===== config.mk =====
export PLATFORM = sky130hd
export DESIGN_NAME = acc_core
export DESIGN_NICKNAME = d
export VERILOG_FILES = /design/src/rtl/acc_core_pkg.sv /design/src/rtl/acc_core_seq.sv /design/src/rtl/acc_core_alu.sv /design/src/rtl/acc_core_accum.sv /design/src/rtl/acc_core.sv
export SDC_FILE = /design/constraint.sdc
export NUM_CORES = 1
export LEC_CHECK = 0
export ABC_AREA = 1
export BUFFER_PORTS_ARGS = -buffer_cell sky130_fd_sc_hd__buf_2
export CAP_MARGIN = 40
export CELL_PAD_IN_SITES_DETAIL_PLACEMENT = 2
export CELL_PAD_IN_SITES_GLOBAL_PLACEMENT = 2
export CORE_AREA = 2 2 155 157
export DETAILED_ROUTE_END_ITERATION = 12
export DIE_AREA = 0 0 157 159
export GPL_TIMING_DRIVEN = 0
export PLACE_DENSITY_LB_ADDON = 0.2
export SYNTH_ARGS = -nofsm -noshare
export SYNTH_HDL_FRONTEND = slang
export SYNTH_SLANG_ARGS = --single-unit

===== constraint.sdc =====
create_clock -name clk -period 6.1 [get_ports clk]
set_input_delay 0.305 -clock clk [delete_from_list [all_inputs] [get_ports clk]]
set_output_delay 0.305 -clock clk [all_outputs]
set_load 0.01 [all_outputs]

===== src/rtl/acc_core_pkg.sv =====
package acc_core_pkg;

   localparam int OPC_W = 4;

   typedef enum logic [1:0] {
      ST_FETCH  = 2'd0,
      ST_DECODE = 2'd1,
      ST_EXEC   = 2'd2,
      ST_HALT   = 2'd3
   } core_state_t;

   localparam logic [OPC_W-1:0] OPC_LOAD  = 4'h0;
   localparam logic [OPC_W-1:0] OPC_STORE = 4'h1;
   localparam logic [OPC_W-1:0] OPC_ADD   = 4'h2;
   localparam logic [OPC_W-1:0] OPC_SUB   = 4'h3;
   localparam logic [OPC_W-1:0] OPC_MUL   = 4'h4;
   localparam logic [OPC_W-1:0] OPC_HALT  = 4'hF;

   // true when the opcode does anything at all in the execute cycle
   function automatic logic opc_known(input logic [OPC_W-1:0] opc);
      return (opc == OPC_LOAD) || (opc == OPC_STORE) || (opc == OPC_ADD) ||
             (opc == OPC_SUB)  || (opc == OPC_MUL)   || (opc == OPC_HALT);
   endfunction

endpackage


===== src/rtl/acc_core_seq.sv =====
module acc_core_seq
   import acc_core_pkg::*;
#(
   parameter int DATA_W = 16,
   parameter int ADDR_W = 12
) (
   input  logic                 clk,
   input  logic                 rst_n,
   input  logic [DATA_W-1:0]    mem_rdata,
   output logic [ADDR_W-1:0]    mem_addr,
   output logic [OPC_W-1:0]     exec_opc,
   output logic                 exec_cyc,
   output logic                 halted
);

   localparam logic [ADDR_W-1:0] PC_STEP = ADDR_W'(1);

   core_state_t         state_q;
   logic [ADDR_W-1:0]   pc_q;
   logic [OPC_W-1:0]    ir_opc_q;
   logic [ADDR_W-1:0]   ir_addr_q;
   logic [OPC_W-1:0]    fetched_opc;

   assign fetched_opc = mem_rdata[DATA_W-1 -: OPC_W];

   always_ff @(posedge clk) begin
      if (!rst_n) begin
         state_q   <= ST_FETCH;
         pc_q      <= '0;
         ir_opc_q  <= '0;
         ir_addr_q <= '0;
      end else begin
         unique case (state_q)
            ST_FETCH: begin
               pc_q    <= pc_q + PC_STEP;
               state_q <= ST_DECODE;
            end
            ST_DECODE: begin
               ir_opc_q  <= fetched_opc;
               ir_addr_q <= mem_rdata[ADDR_W-1:0];
               state_q   <= (fetched_opc == OPC_HALT) ? ST_HALT : ST_EXEC;
            end
            ST_EXEC: begin
               state_q <= ST_FETCH;
            end
            default: begin
               state_q <= ST_HALT;
            end
         endcase
      end
   end

   // operand address goes out during decode so the word lands in execute
   always_comb begin
      unique case (state_q)
         ST_DECODE: mem_addr = mem_rdata[ADDR_W-1:0];
         ST_EXEC:   mem_addr = ir_addr_q;
         default:   mem_addr = pc_q;
      endcase
   end

   assign exec_opc = ir_opc_q;
   assign exec_cyc = (state_q == ST_EXEC);
   assign halted   = (state_q == ST_HALT);


   fetch_step_chk: assert property (@(posedge clk) disable iff (!rst_n)
      (state_q == ST_FETCH) |=> (pc_q == $past(pc_q) + PC_STEP));


   decode_order_chk: assert property (@(posedge clk) disable iff (!rst_n)
      (state_q == ST_DECODE) |-> ($past(state_q) == ST_FETCH));


   halt_sticky_chk: assert property (@(posedge clk) disable iff (!rst_n)
      (state_q == ST_HALT) |=> ((state_q == ST_HALT) && $stable(pc_q)));

endmodule


===== src/rtl/acc_core_alu.sv =====
module acc_core_alu
   import acc_core_pkg::*;
#(
   parameter int DATA_W   = 16,
   parameter int MUL_IMPL = 0
) (
   input  logic [OPC_W-1:0]  opc,
   input  logic [DATA_W-1:0] acc,
   input  logic [DATA_W-1:0] opnd,
   output logic              acc_wr,
   output logic [DATA_W-1:0] result
);

   logic [DATA_W-1:0] prod;

   generate
      if (MUL_IMPL == 0) begin : g_mul_native
         assign prod = acc * opnd;
      end else begin : g_mul_shift
         always_comb begin
            prod = '0;
            for (int i = 0; i < DATA_W; i++) begin
               if (opnd[i]) prod = prod + (acc << i);
            end
         end
      end
   endgenerate

   always_comb begin
      acc_wr = 1'b1;
      result = acc;
      unique case (opc)
         OPC_LOAD: result = opnd;
         OPC_ADD:  result = acc + opnd;
         OPC_SUB:  result = acc - opnd;
         OPC_MUL:  result = prod;
         default:  acc_wr = 1'b0;
      endcase
   end

endmodule


===== src/rtl/acc_core_accum.sv =====
module acc_core_accum #(
   parameter int DATA_W = 16
) (
   input  logic              clk,
   input  logic              rst_n,
   input  logic              wr_en,
   input  logic [DATA_W-1:0] wr_data,
   output logic [DATA_W-1:0] value
);

   always_ff @(posedge clk) begin
      if (!rst_n)     value <= '0;
      else if (wr_en) value <= wr_data;
   end

endmodule


===== src/rtl/acc_core.sv =====
module acc_core
   import acc_core_pkg::*;
#(
   parameter int DATA_W   = 16,
   parameter int ADDR_W   = 12,
   parameter int MUL_IMPL = 0
) (
   input  logic              clk,
   input  logic              rst_n,
   output logic [ADDR_W-1:0] mem_addr,
   output logic              mem_we,
   output logic [DATA_W-1:0] mem_wdata,
   input  logic [DATA_W-1:0] mem_rdata,
   output logic              halted,
   output logic [DATA_W-1:0] acc_out
);

   localparam int INSN_W = OPC_W + ADDR_W;

   generate
      if (INSN_W != DATA_W) begin : g_bad_width
         $error("acc_core: opcode plus address must fill one data word");
      end
      if (MUL_IMPL != 0 && MUL_IMPL != 1) begin : g_bad_mul
         $error("acc_core: MUL_IMPL must be 0 or 1");
      end
   endgenerate

   logic [OPC_W-1:0]  exec_opc;
   logic              exec_cyc;
   logic              alu_wr;
   logic [DATA_W-1:0] alu_res;
   logic [DATA_W-1:0] acc_q;

   acc_core_seq #(.DATA_W(DATA_W), .ADDR_W(ADDR_W)) u_seq (
      .clk      (clk),
      .rst_n    (rst_n),
      .mem_rdata(mem_rdata),
      .mem_addr (mem_addr),
      .exec_opc (exec_opc),
      .exec_cyc (exec_cyc),
      .halted   (halted)
   );

   acc_core_alu #(.DATA_W(DATA_W), .MUL_IMPL(MUL_IMPL)) u_alu (
      .opc   (exec_opc),
      .acc   (acc_q),
      .opnd  (mem_rdata),
      .acc_wr(alu_wr),
      .result(alu_res)
   );

   acc_core_accum #(.DATA_W(DATA_W)) u_acc (
      .clk    (clk),
      .rst_n  (rst_n),
      .wr_en  (exec_cyc && alu_wr),
      .wr_data(alu_res),
      .value  (acc_q)
   );

   assign mem_we    = exec_cyc && (exec_opc == OPC_STORE);
   assign mem_wdata = acc_q;
   assign acc_out   = acc_q;


   one_cycle_write_chk: assert property (@(posedge clk) disable iff (!rst_n)
      mem_we |=> !mem_we);


   halt_no_write_chk: assert property (@(posedge clk) disable iff (!rst_n)
      halted |-> !mem_we);


   halt_frozen_chk: assert property (@(posedge clk) disable iff (!rst_n)
      halted |=> (halted && $stable(mem_addr) && $stable(acc_out)));


   undef_opc_chk: assert property (@(posedge clk) disable iff (!rst_n)
      (exec_cyc && !opc_known(exec_opc)) |=> ($stable(acc_out) && !mem_we));

endmodule


---- Word-level counts from Yosys, hierarchy flattened ----
Index checks and enable logic that the tools add are counted.
storage, ports and cells
  output and inout port bits .............. 46
  bits in read-only memories .............. 0
  input port bits ......................... 18
  register bits ........................... 46
  bits in latches ......................... 0
  memories ................................ 0
  memory bits (writable) .................. 0
operators by class
  equality and inequality tests ........... 8
  $add $sub $neg .......................... 3
  bitwise operators ....................... 0
  reductions and logical operators ........ 7
  $mul .................................... 1
  $lt $le $gt $ge ......................... 0
  div/mod/pow operators ................... 0
  multiplexer cells ....................... 5
  shift operators ......................... 0
operators by type and width
  kind                                            count
  case mux 16 bit (4 select lines)                1
  case mux 12 bit (2 select lines)                1
  adder 16 bit                                    1
  multiplier 16 x 16 -> 16 bit                    1
  subtractor 16 bit                               1
  adder 12 x 1 -> 12 bit (second input constant)  1
  == test 4 x 2 -> 1 bit (second input constant)  2
  case mux 2 bit (3 select lines)                 1
  == test 2 bit (second input constant)           2
  == test 4 x 1 -> 1 bit (second input constant)  1
  == test 4 x 3 -> 1 bit (second input constant)  1
  == test 4 bit (second input constant)           1
  logical NOT 4 bit                               1
  nonzero test 4 bit                              1
  OR reduction 4 bit                              1
  == test 2 x 1 -> 1 bit (second input constant)  1
  logical AND 1 bit                               2
  logical NOT 2 bit                               1
  two-way mux 1 bit                               2
  AND reduction 2 bit                             1

---- Longest topological paths before layout ----
Gate-level depths: netlist of run 1.
  word-level depth ........................ 5
  gate-level depth with buffers ........... 34
  depth with buffers taken out ............ 32

---- Modules after synthesis ----
A second synthesis of run 1 with hierarchy kept.
unflattened totals
  cell total of the unflattened synthesis .. 1291
  area, all modules ....................... 8255.4 µm²
modules (own cells, without submodules)
  module          cells each  area each (µm²)  instances
  acc_core_alu    964         6013.3           1
  acc_core_seq    203         1418.9           1
  acc_core_accum  101         674.4            1
  acc_core        23          148.9            1

---- Least setup slack after synthesis of run 1 ----
OpenSTA, ideal clock, no wires.
  path kind ............................... input -> register
  start point ............................. in mem_rdata[1]
  end point ............................... reg u_acc.value[14]
  arrival ................................. 5167 ps
  data required time ...................... 5986 ps
  path slack .............................. 819 ps
  stages .................................. 22
  cells stage by stage .................... buf_4 clkbuf_1 nand2_1 fa_1 fa_1 inv_1 fa_1 fa_1 fa_1 inv_1 fa_1 inv_1 ha_1 inv_1 nor4_1 nand3_1 nand3_1 a21oi_1 o21ai_0 nand3_1 o21bai_1 inv_1
between the ends
  cells in the longest elaborated chain, start to end .. 2
  elaborated cells on any way between the ends .. 4
  classes of those cells .................. add/sub (2); mul (1); mux (1)
ends and longest elaborated chain
  element                                                     line                  RTL
  start, declared                                             acc_core.sv:13        input logic [DATA_W-1:0] mem_rdata,
  multiplier 16 x 16 -> 16 bit, or another cell as far along  acc_core_alu.sv:18    assign prod = acc * opnd;
  case mux 16 bit (4 select lines) *                          acc_core_alu.sv:32    unique case (opc)
  end signal, assigned                                        acc_core_accum.sv:13  else if (wr_en) value <= wr_data;
  end, declared                                               acc_core_accum.sv:8   output logic [DATA_W-1:0] value
Every way passes the cells marked *; elsewhere a longest branch is shown, timed or not.
A chain may end at the register's enable or synchronous reset.

---- Worst setup path in the final report of run 1 ----
  start point ............................. reg u_acc.value[9]
  end point ............................... reg u_acc.value[14]
between the ends
  cells in the longest elaborated chain, start to end .. 2
  elaborated cells on any way between the ends .. 4
  classes of those cells .................. add/sub (2); mul (1); mux (1)
ends and longest elaborated chain
  element                                                     line
  multiplier 16 x 16 -> 16 bit, or another cell as far along  acc_core_alu.sv:18
  case mux 16 bit (4 select lines) *                          acc_core_alu.sv:32
Marked as above.

==> results of run 1 <==
[sequential cells by signal, indices dropped and copies added, names as in the netlist]
name             cells
u_seq.state_q        2
u_acc.value         16
u_seq.pc_q          12
u_seq.exec_opc       4
u_seq.ir_addr_q     12
[critical path: cells and delay by family, from the launching register on]
kind                     cells  cell delay [ns]
flip-flops                   1             0.35
AO/OA/AOI/OAI                3             0.37
AND/OR/NAND/NOR              5             0.81
buffers and inverters        8             0.68
adder cells (fa/ha/maj)      7             3.43
[synth_stat cells, drive strengths merged, types with 4 or more instances]
cell	n	area, um2
o221ai	4	35.03
ha	71	888.4
o21ai	50	254.0
clkbuf	27	106.4
a21oi	55	275.3
buf	38	246.5
fa	81	1622
nor2	55	221.5
a41oi	4	35.03
nor3	19	138.9
nand3b	7	52.55
nand3	58	300.3
o21bai	4	30.03
xnor2	4	35.03
nand2	333	1252
o31ai	4	40.03
inv	301	1130
a31oi	24	150.1
xor2	14	122.6
dfxtp	46	920.9
[logic make-up after synthesis]
family	Yosys count	share of synthesized area, %
xor gates and xnor gates	18	1.970
AOI/OAI and AO/OA	154	11.11
and+or+nand+nor	479	25.48
buffers and inverters	367	18.57
adders and majority gates	152	31.36
DFF	46	11.51
[layer usage]
metal	up-vias	global-route usage (%)
li1	3781	-
met3	34	1.415
met1	4018	32.84
met5	-	0
met2	113	45.77
met4	0	6.464
[power by group]
group          total (mW)  internal [mW]  switching, mW
logic                1.05          0.354          0.693
registers           0.371          0.326         0.0448
clock network       0.332          0.194          0.137
[path summary, 6_finish.rpt]
| kind | start | endpoint | slack [ns] | depth (start not counted) |
|---|---|---|---|---|
| min reg2reg | u_seq.ir_addr_q[9]$_SDFFE_PN0P_ | u_seq.ir_addr_q[9]$_SDFFE_PN0P_ | 0.47 | 2 |
| max reg2reg | u_acc.value[9]$_SDFFE_PN0P_ | u_acc.value[14]$_SDFFE_PN0P_ | 0.35 | 23 |
| min | mem_rdata[15] | u_seq.exec_opc[3]$_SDFFE_PN0P_ | 0.35 | 3 |
| max | u_acc.value[9]$_SDFFE_PN0P_ | u_acc.value[14]$_SDFFE_PN0P_ | 0.35 | 23 |
[area by class of cell]
class / instances / area, um2
Tap cell: 319 / 399.1
Timing Repair Buffer: 55 / 275.3
Fill cell: 2909 / 14320
Clock inverter: 2 / 37.54
Sequential cell: 46 / 933.4
Buffer: 55 / 351.6
Inverter: 302 / 1134
Clock buffer: 6 / 128.9
Multi-Input combinational cell: 803 / 5609
[through the flow]
step / cell area [um2] / cells / util, %
floorplan: 8004 / 1216 / -
global placement: 8678 / 1590 / 37.42
detailed placement: 8678 / 1590 / 37.42
CTS: 8848 / 1594 / 38.15
global route: 8869 / 1588 / 38.24
finish: 8869 / 1588 / 38.24
==> flow_metrics.tcl, run 1 <==
set metrics [dict create \
    avgSynthCellArea_um2 6.582 \
    p_total_mw 1.750 \
    wire_per_inst_um 19.08 \
    slew_headroom_pct 45.39 \
    rows 56 \
    hold_path.class "input pin to flip-flop" \
    grt_pass1_wl_um 48780 \
    wl_met3_um 565 \
    p_leak_nw 5.186 \
    drt_first_pass_iters 5 \
    power.density_nw_per_um2 197.3 \
    ys_warn_count 0 \
    pre_cts_ws_ns -0.4107 \
    clk_latency_ns 0.30 \
    track_usage_pct 25.38 \
    cp_slowest_cell "fa_1" \
    synth_edf_count 0 \
    status "finished, final reports clean" \
    via_count 7946 \
    ctsHoldBuffers 0 \
    routed_wl_um 30290 \
    hold_viol 0 \
    finalCritPeriodShare_pct 94.31 \
    drt-met1-wl_um 13690 \
    crit_chain "clkbuf_4, nand2_1, inv_1, fa_1, inv_1, fa_1, inv_1, fa_1, fa_1, fa_1, inv_1, fa_1, inv_1, ha_2, inv_1, nor4_2, nand3_1, nand3_1, a21oi_1, o21ai_2, nand3_1, o21bai_1, inv_1" \
    ir_worst_vdd_mv 0.1049 \
    fin_ws_ns 0.3471 \
    numCtsBuffers 5 \
    crit_arrival_ns 5.95 \
    setup_viol 0 \
    io_buffers 55 \
    ant_nets 0 \
    dominantRegCellSynth "dfxtp_1" \
    cp-start-kind "flip-flop" \
    htree_levels 2 \
    core_um2 23190 \
    vias_per_cell 5.004 \
    synth.distinct_cells 44 \
    dr_wl_met2_um 15370 \
    area.growth.synth_to_final_pct 10.80 \
    clk_pin_slew_ns 0.07 \
    layout_commonest_cell "nand2_1" \
    hpwl_um 25430 \
    cpPeakStageDelay_ns 0.54 \
    fmax_mhz 173.8 \
    crit_top_cell "inv_1" \
    grt_overflow 0 \
    path_max_fanout 8 \
    cts_tree "yes" \
    grt_max_degree 19 \
    maxCapViolations 0 \
    final_nets 1438 \
    synth_area_um2 8004 \
    cts_sinks 46 \
    async_flop_share_pct 0 \
    fin_skew_ns 0.003208 \
    min_period_ns 5.753 \
    final_cell_mix "332 x nand2_1, 296 x inv_1, 81 x fa_1" \
    seq_area_frac_synth_pct 11.51 \
    ys_seq_elements 46 \
    die_h_um 159 \
    place_congestion 0.8205 \
    maxUsedRoutingLayer "met4" \
    antennaDiodeCount 0 \
    critPathRequiredTime_ns 6.30 \
    cts-root-buf "clkbuf_16" \
    drt_iter0_markers 328 \
    drive_gt1_share_pct 10.80 \
    critPathCaptureType "flip-flop" \
    grt_pass1_vias 8934 \
    ios 64 \
    post_cts_buffers 0 \
    synthCells 1216 \
    whs_ns 0.3504 \
    worst_pin_slew_ns 0.8191 \
    start_util_pct 34.51 \
    crit_type "flip-flop to flip-flop" \
    synth_fp_nets 1386 \
    rsz0062_at_grt "false" \
    fin_setup_tns_ns 0 \
    drv_slew 0 \
    clockBufferDepth 2 \
    antenna_found_initial 0 \
    die_area_um2 24960 \
    die_x_um 157 \
    cts_resized 12 \
    drc 0 \
]
(Power assumes the default switching activity.)
==> run 2: changes to the inputs <==
--- a/config.mk
+++ b/config.mk
@@ -10,11 +10,11 @@
 export CAP_MARGIN = 40
 export CELL_PAD_IN_SITES_DETAIL_PLACEMENT = 2
 export CELL_PAD_IN_SITES_GLOBAL_PLACEMENT = 2
-export CORE_AREA = 2 2 155 157
+export CORE_AREA = 2 2 151 153
 export DETAILED_ROUTE_END_ITERATION = 12
-export DIE_AREA = 0 0 157 159
+export DIE_AREA = 0 0 153 155
 export GPL_TIMING_DRIVEN = 0
-export PLACE_DENSITY_LB_ADDON = 0.2
+export PLACE_DENSITY = 0.95
 export SYNTH_ARGS = -nofsm -noshare
 export SYNTH_HDL_FRONTEND = slang
 export SYNTH_SLANG_ARGS = --single-unit
==> constraint.sdc (replaced) <==
create_clock -name clk -period 7.1 [get_ports clk]
set_input_delay 0.355 -clock clk [delete_from_list [all_inputs] [get_ports clk]]
set_output_delay 0.355 -clock clk [all_outputs]
set_load 0.01 [all_outputs]
==> run 2 against run 1 <==
  * Flip-flop and latch count is the same
  * Via count up 6.6%
  * Power shrank 12%
  * Register-to-register slack gained 0.13 ns
  * Non-clock buffer count up 10
  * Design area down 0.90%
  * Global-route usage increased by 6.0 points
==> flow_metrics.tcl, run 2 (same netlist as run 1, synthesis figures left out) <==
set metrics [dict create \
    critPathCaptureType "flip-flop" \
    slew_headroom_pct 39.94 \
    drv_slew 0 \
    cp-start-kind "flip-flop" \
    core_um2 22230 \
    track_usage_pct 31.35 \
    min-delay-start "mem_rdata[15]" \
    crit_chain "buf_1, nand2_1, inv_1, fa_1, inv_1, fa_1, fa_1, fa_1, inv_1, fa_1, inv_1, fa_1, inv_1, ha_1, inv_1, o21ai_0, a31oi_1, nand3_1, o21ai_0, nand3_1, o21bai_1, inv_1" \
    p_total_mw 1.543 \
    crit_buf_inv 8 \
    htree_levels 2 \
    power.density_nw_per_um2 175.6 \
    stdcell_area_um2 8788 \
    rsz0062_at_grt "false" \
    wire_per_inst_um 23.44 \
    use_met2_pct 59.24 \
    regMostFlops "u_acc.value" \
    hpwl_um 29610 \
    crit_path_start "u_acc.value[5]$_SDFFE_PN0P_" \
    final_cell_mix "332 x nand2_1, 296 x inv_1, 81 x fa_1" \
    io_buffers 55 \
    drt_iter0_markers 329 \
    via_count 8471 \
    largestRegisters "u_acc.value x16, u_seq.ir_addr_q x12, u_seq.pc_q x12" \
    cts_tree "yes" \
    place_congestion 0.8553 \
    top_usage_layer "met2" \
    grt_max_degree 18 \
    grt_overflow 0 \
    grt_use_met1_pct 34.32 \
    critPathRequiredTime_ns 7.32 \
    clockBufferDepth 2 \
    drive_gt1_share_pct 9.617 \
    drc 0 \
    cp.depth 22 \
    cpLargestDelayFamily "adder cells" \
    clk_pin_slew_ns 0.08 \
    grt_pass1_wl_um 56680 \
    min_period_ns 6.627 \
    finalCritPeriodShare_pct 93.34 \
    clk_latency_ns 0.31 \
    maxCapViolations 0 \
    hold_path_depth 3 \
    ant_nets 0 \
    fin_skew_ns 0.01255 \
    numCtsBuffers 5 \
    r2r_cells 22 \
    fin_ws_ns 0.4729 \
    p_leak_nw 5.175 \
    final_nets 1448 \
    antenna_found_initial 0 \
    routed_wl_um 36660 \
    place_area_um2 8636 \
    fmax_mhz 150.9 \
    cp_slowest_cell "dfxtp_1" \
    drt_first_pass_iters 5 \
    use_met3_pct 4.234 \
    start_util_pct 36.01 \
    crit_arrival_ns 6.84 \
    path_max_fanout 10 \
    hold_viol 0 \
    ios 64 \
    cpPeakStageDelay_ns 0.63 \
    crit_top_cell "inv_1" \
    area.growth.synth_to_final_pct 9.801 \
    die_x_um 153 \
    cts_sinks 46 \
    pre_cts_ws_ns 0.4276 \
    fin_setup_tns_ns 0 \
    layout_commonest_cell "nand2_1" \
    grt_pass1_vias 9907 \
    post_cts_buffers 0 \
    die_area_um2 23720 \
    cts-root-buf "clkbuf_16" \
    crit_type "flip-flop to flip-flop" \
    worst_pin_slew_ns 0.9008 \
    r2r-start "u_acc.value[5]$_SDFFE_PN0P_" \
    setup_viol 0 \
    die_h_um 155 \
    antennaDiodeCount 0 \
    rows 55 \
    vias_per_cell 5.416 \
    largest_register_ffs 16 \
    ir_worst_vdd_mv 0.1200 \
    hold_path.class "input pin to flip-flop" \
    status "finished, final reports clean" \
]
==> run 2: final timing paths <==
kind / to / slack (ns)
min: u_seq.exec_opc[3]$_SDFFE_PN0P_ / 0.41
max: u_acc.value[14]$_SDFFE_PN0P_ / 0.47
max reg2reg: u_acc.value[14]$_SDFFE_PN0P_ / 0.47
min reg2reg: u_seq.ir_addr_q[6]$_SDFFE_PN0P_ / 0.48
==> run 2: report_power, final <==
part / switching (mW) / internal [mW]
clock: 0.131 / 0.135
combinational: 0.647 / 0.309
sequential: 0.0424 / 0.279
total: 0.820 / 0.724
==> run 2: metal layers <==
metal  share of wire (%)  routed length [um]
met5                   0                   0
met4                 5.4                1969
met3                 4.3                1590
met1                  38               14030
met2                  52               19070
==> run 2: what timing repair did <==
action	CTS	global route
resized for setup	0	2
hold buffers	0	0
setup endpoints to repair	0	1
hold endpoints to repair	0	0
==> run 2: stage by stage <==
step                hold WS [ns]  std cells  util, %
floorplan                 0.4403       1216        -
global placement          0.4486       1556    38.85
detailed placement        0.4703       1556    38.85
CTS                       0.4021       1564    39.53
global route              0.4306       1564    39.54
finish                    0.4106       1564    39.54
==> run 2: area by class of cell <==
| type | count | area (um2) |
|---|---|---|
| clock buffers | 5 | 125.1 |
| fillers | 2809 | 13440 |
| clock inverters | 3 | 26.28 |
| plain buffers | 65 | 354.1 |
| inverters | 302 | 1134 |
| repair buffers | 55 | 275.3 |
| multi-input cells | 803 | 5597 |
| well taps | 285 | 356.6 |
| flip-flops and latches | 46 | 920.9 |
==> run 2: worst min-delay path, delay by kind of cell <==
family / cells / cell delay, ns
buf+inv: 2 / 0.24
compound gates: 1 / 0.08
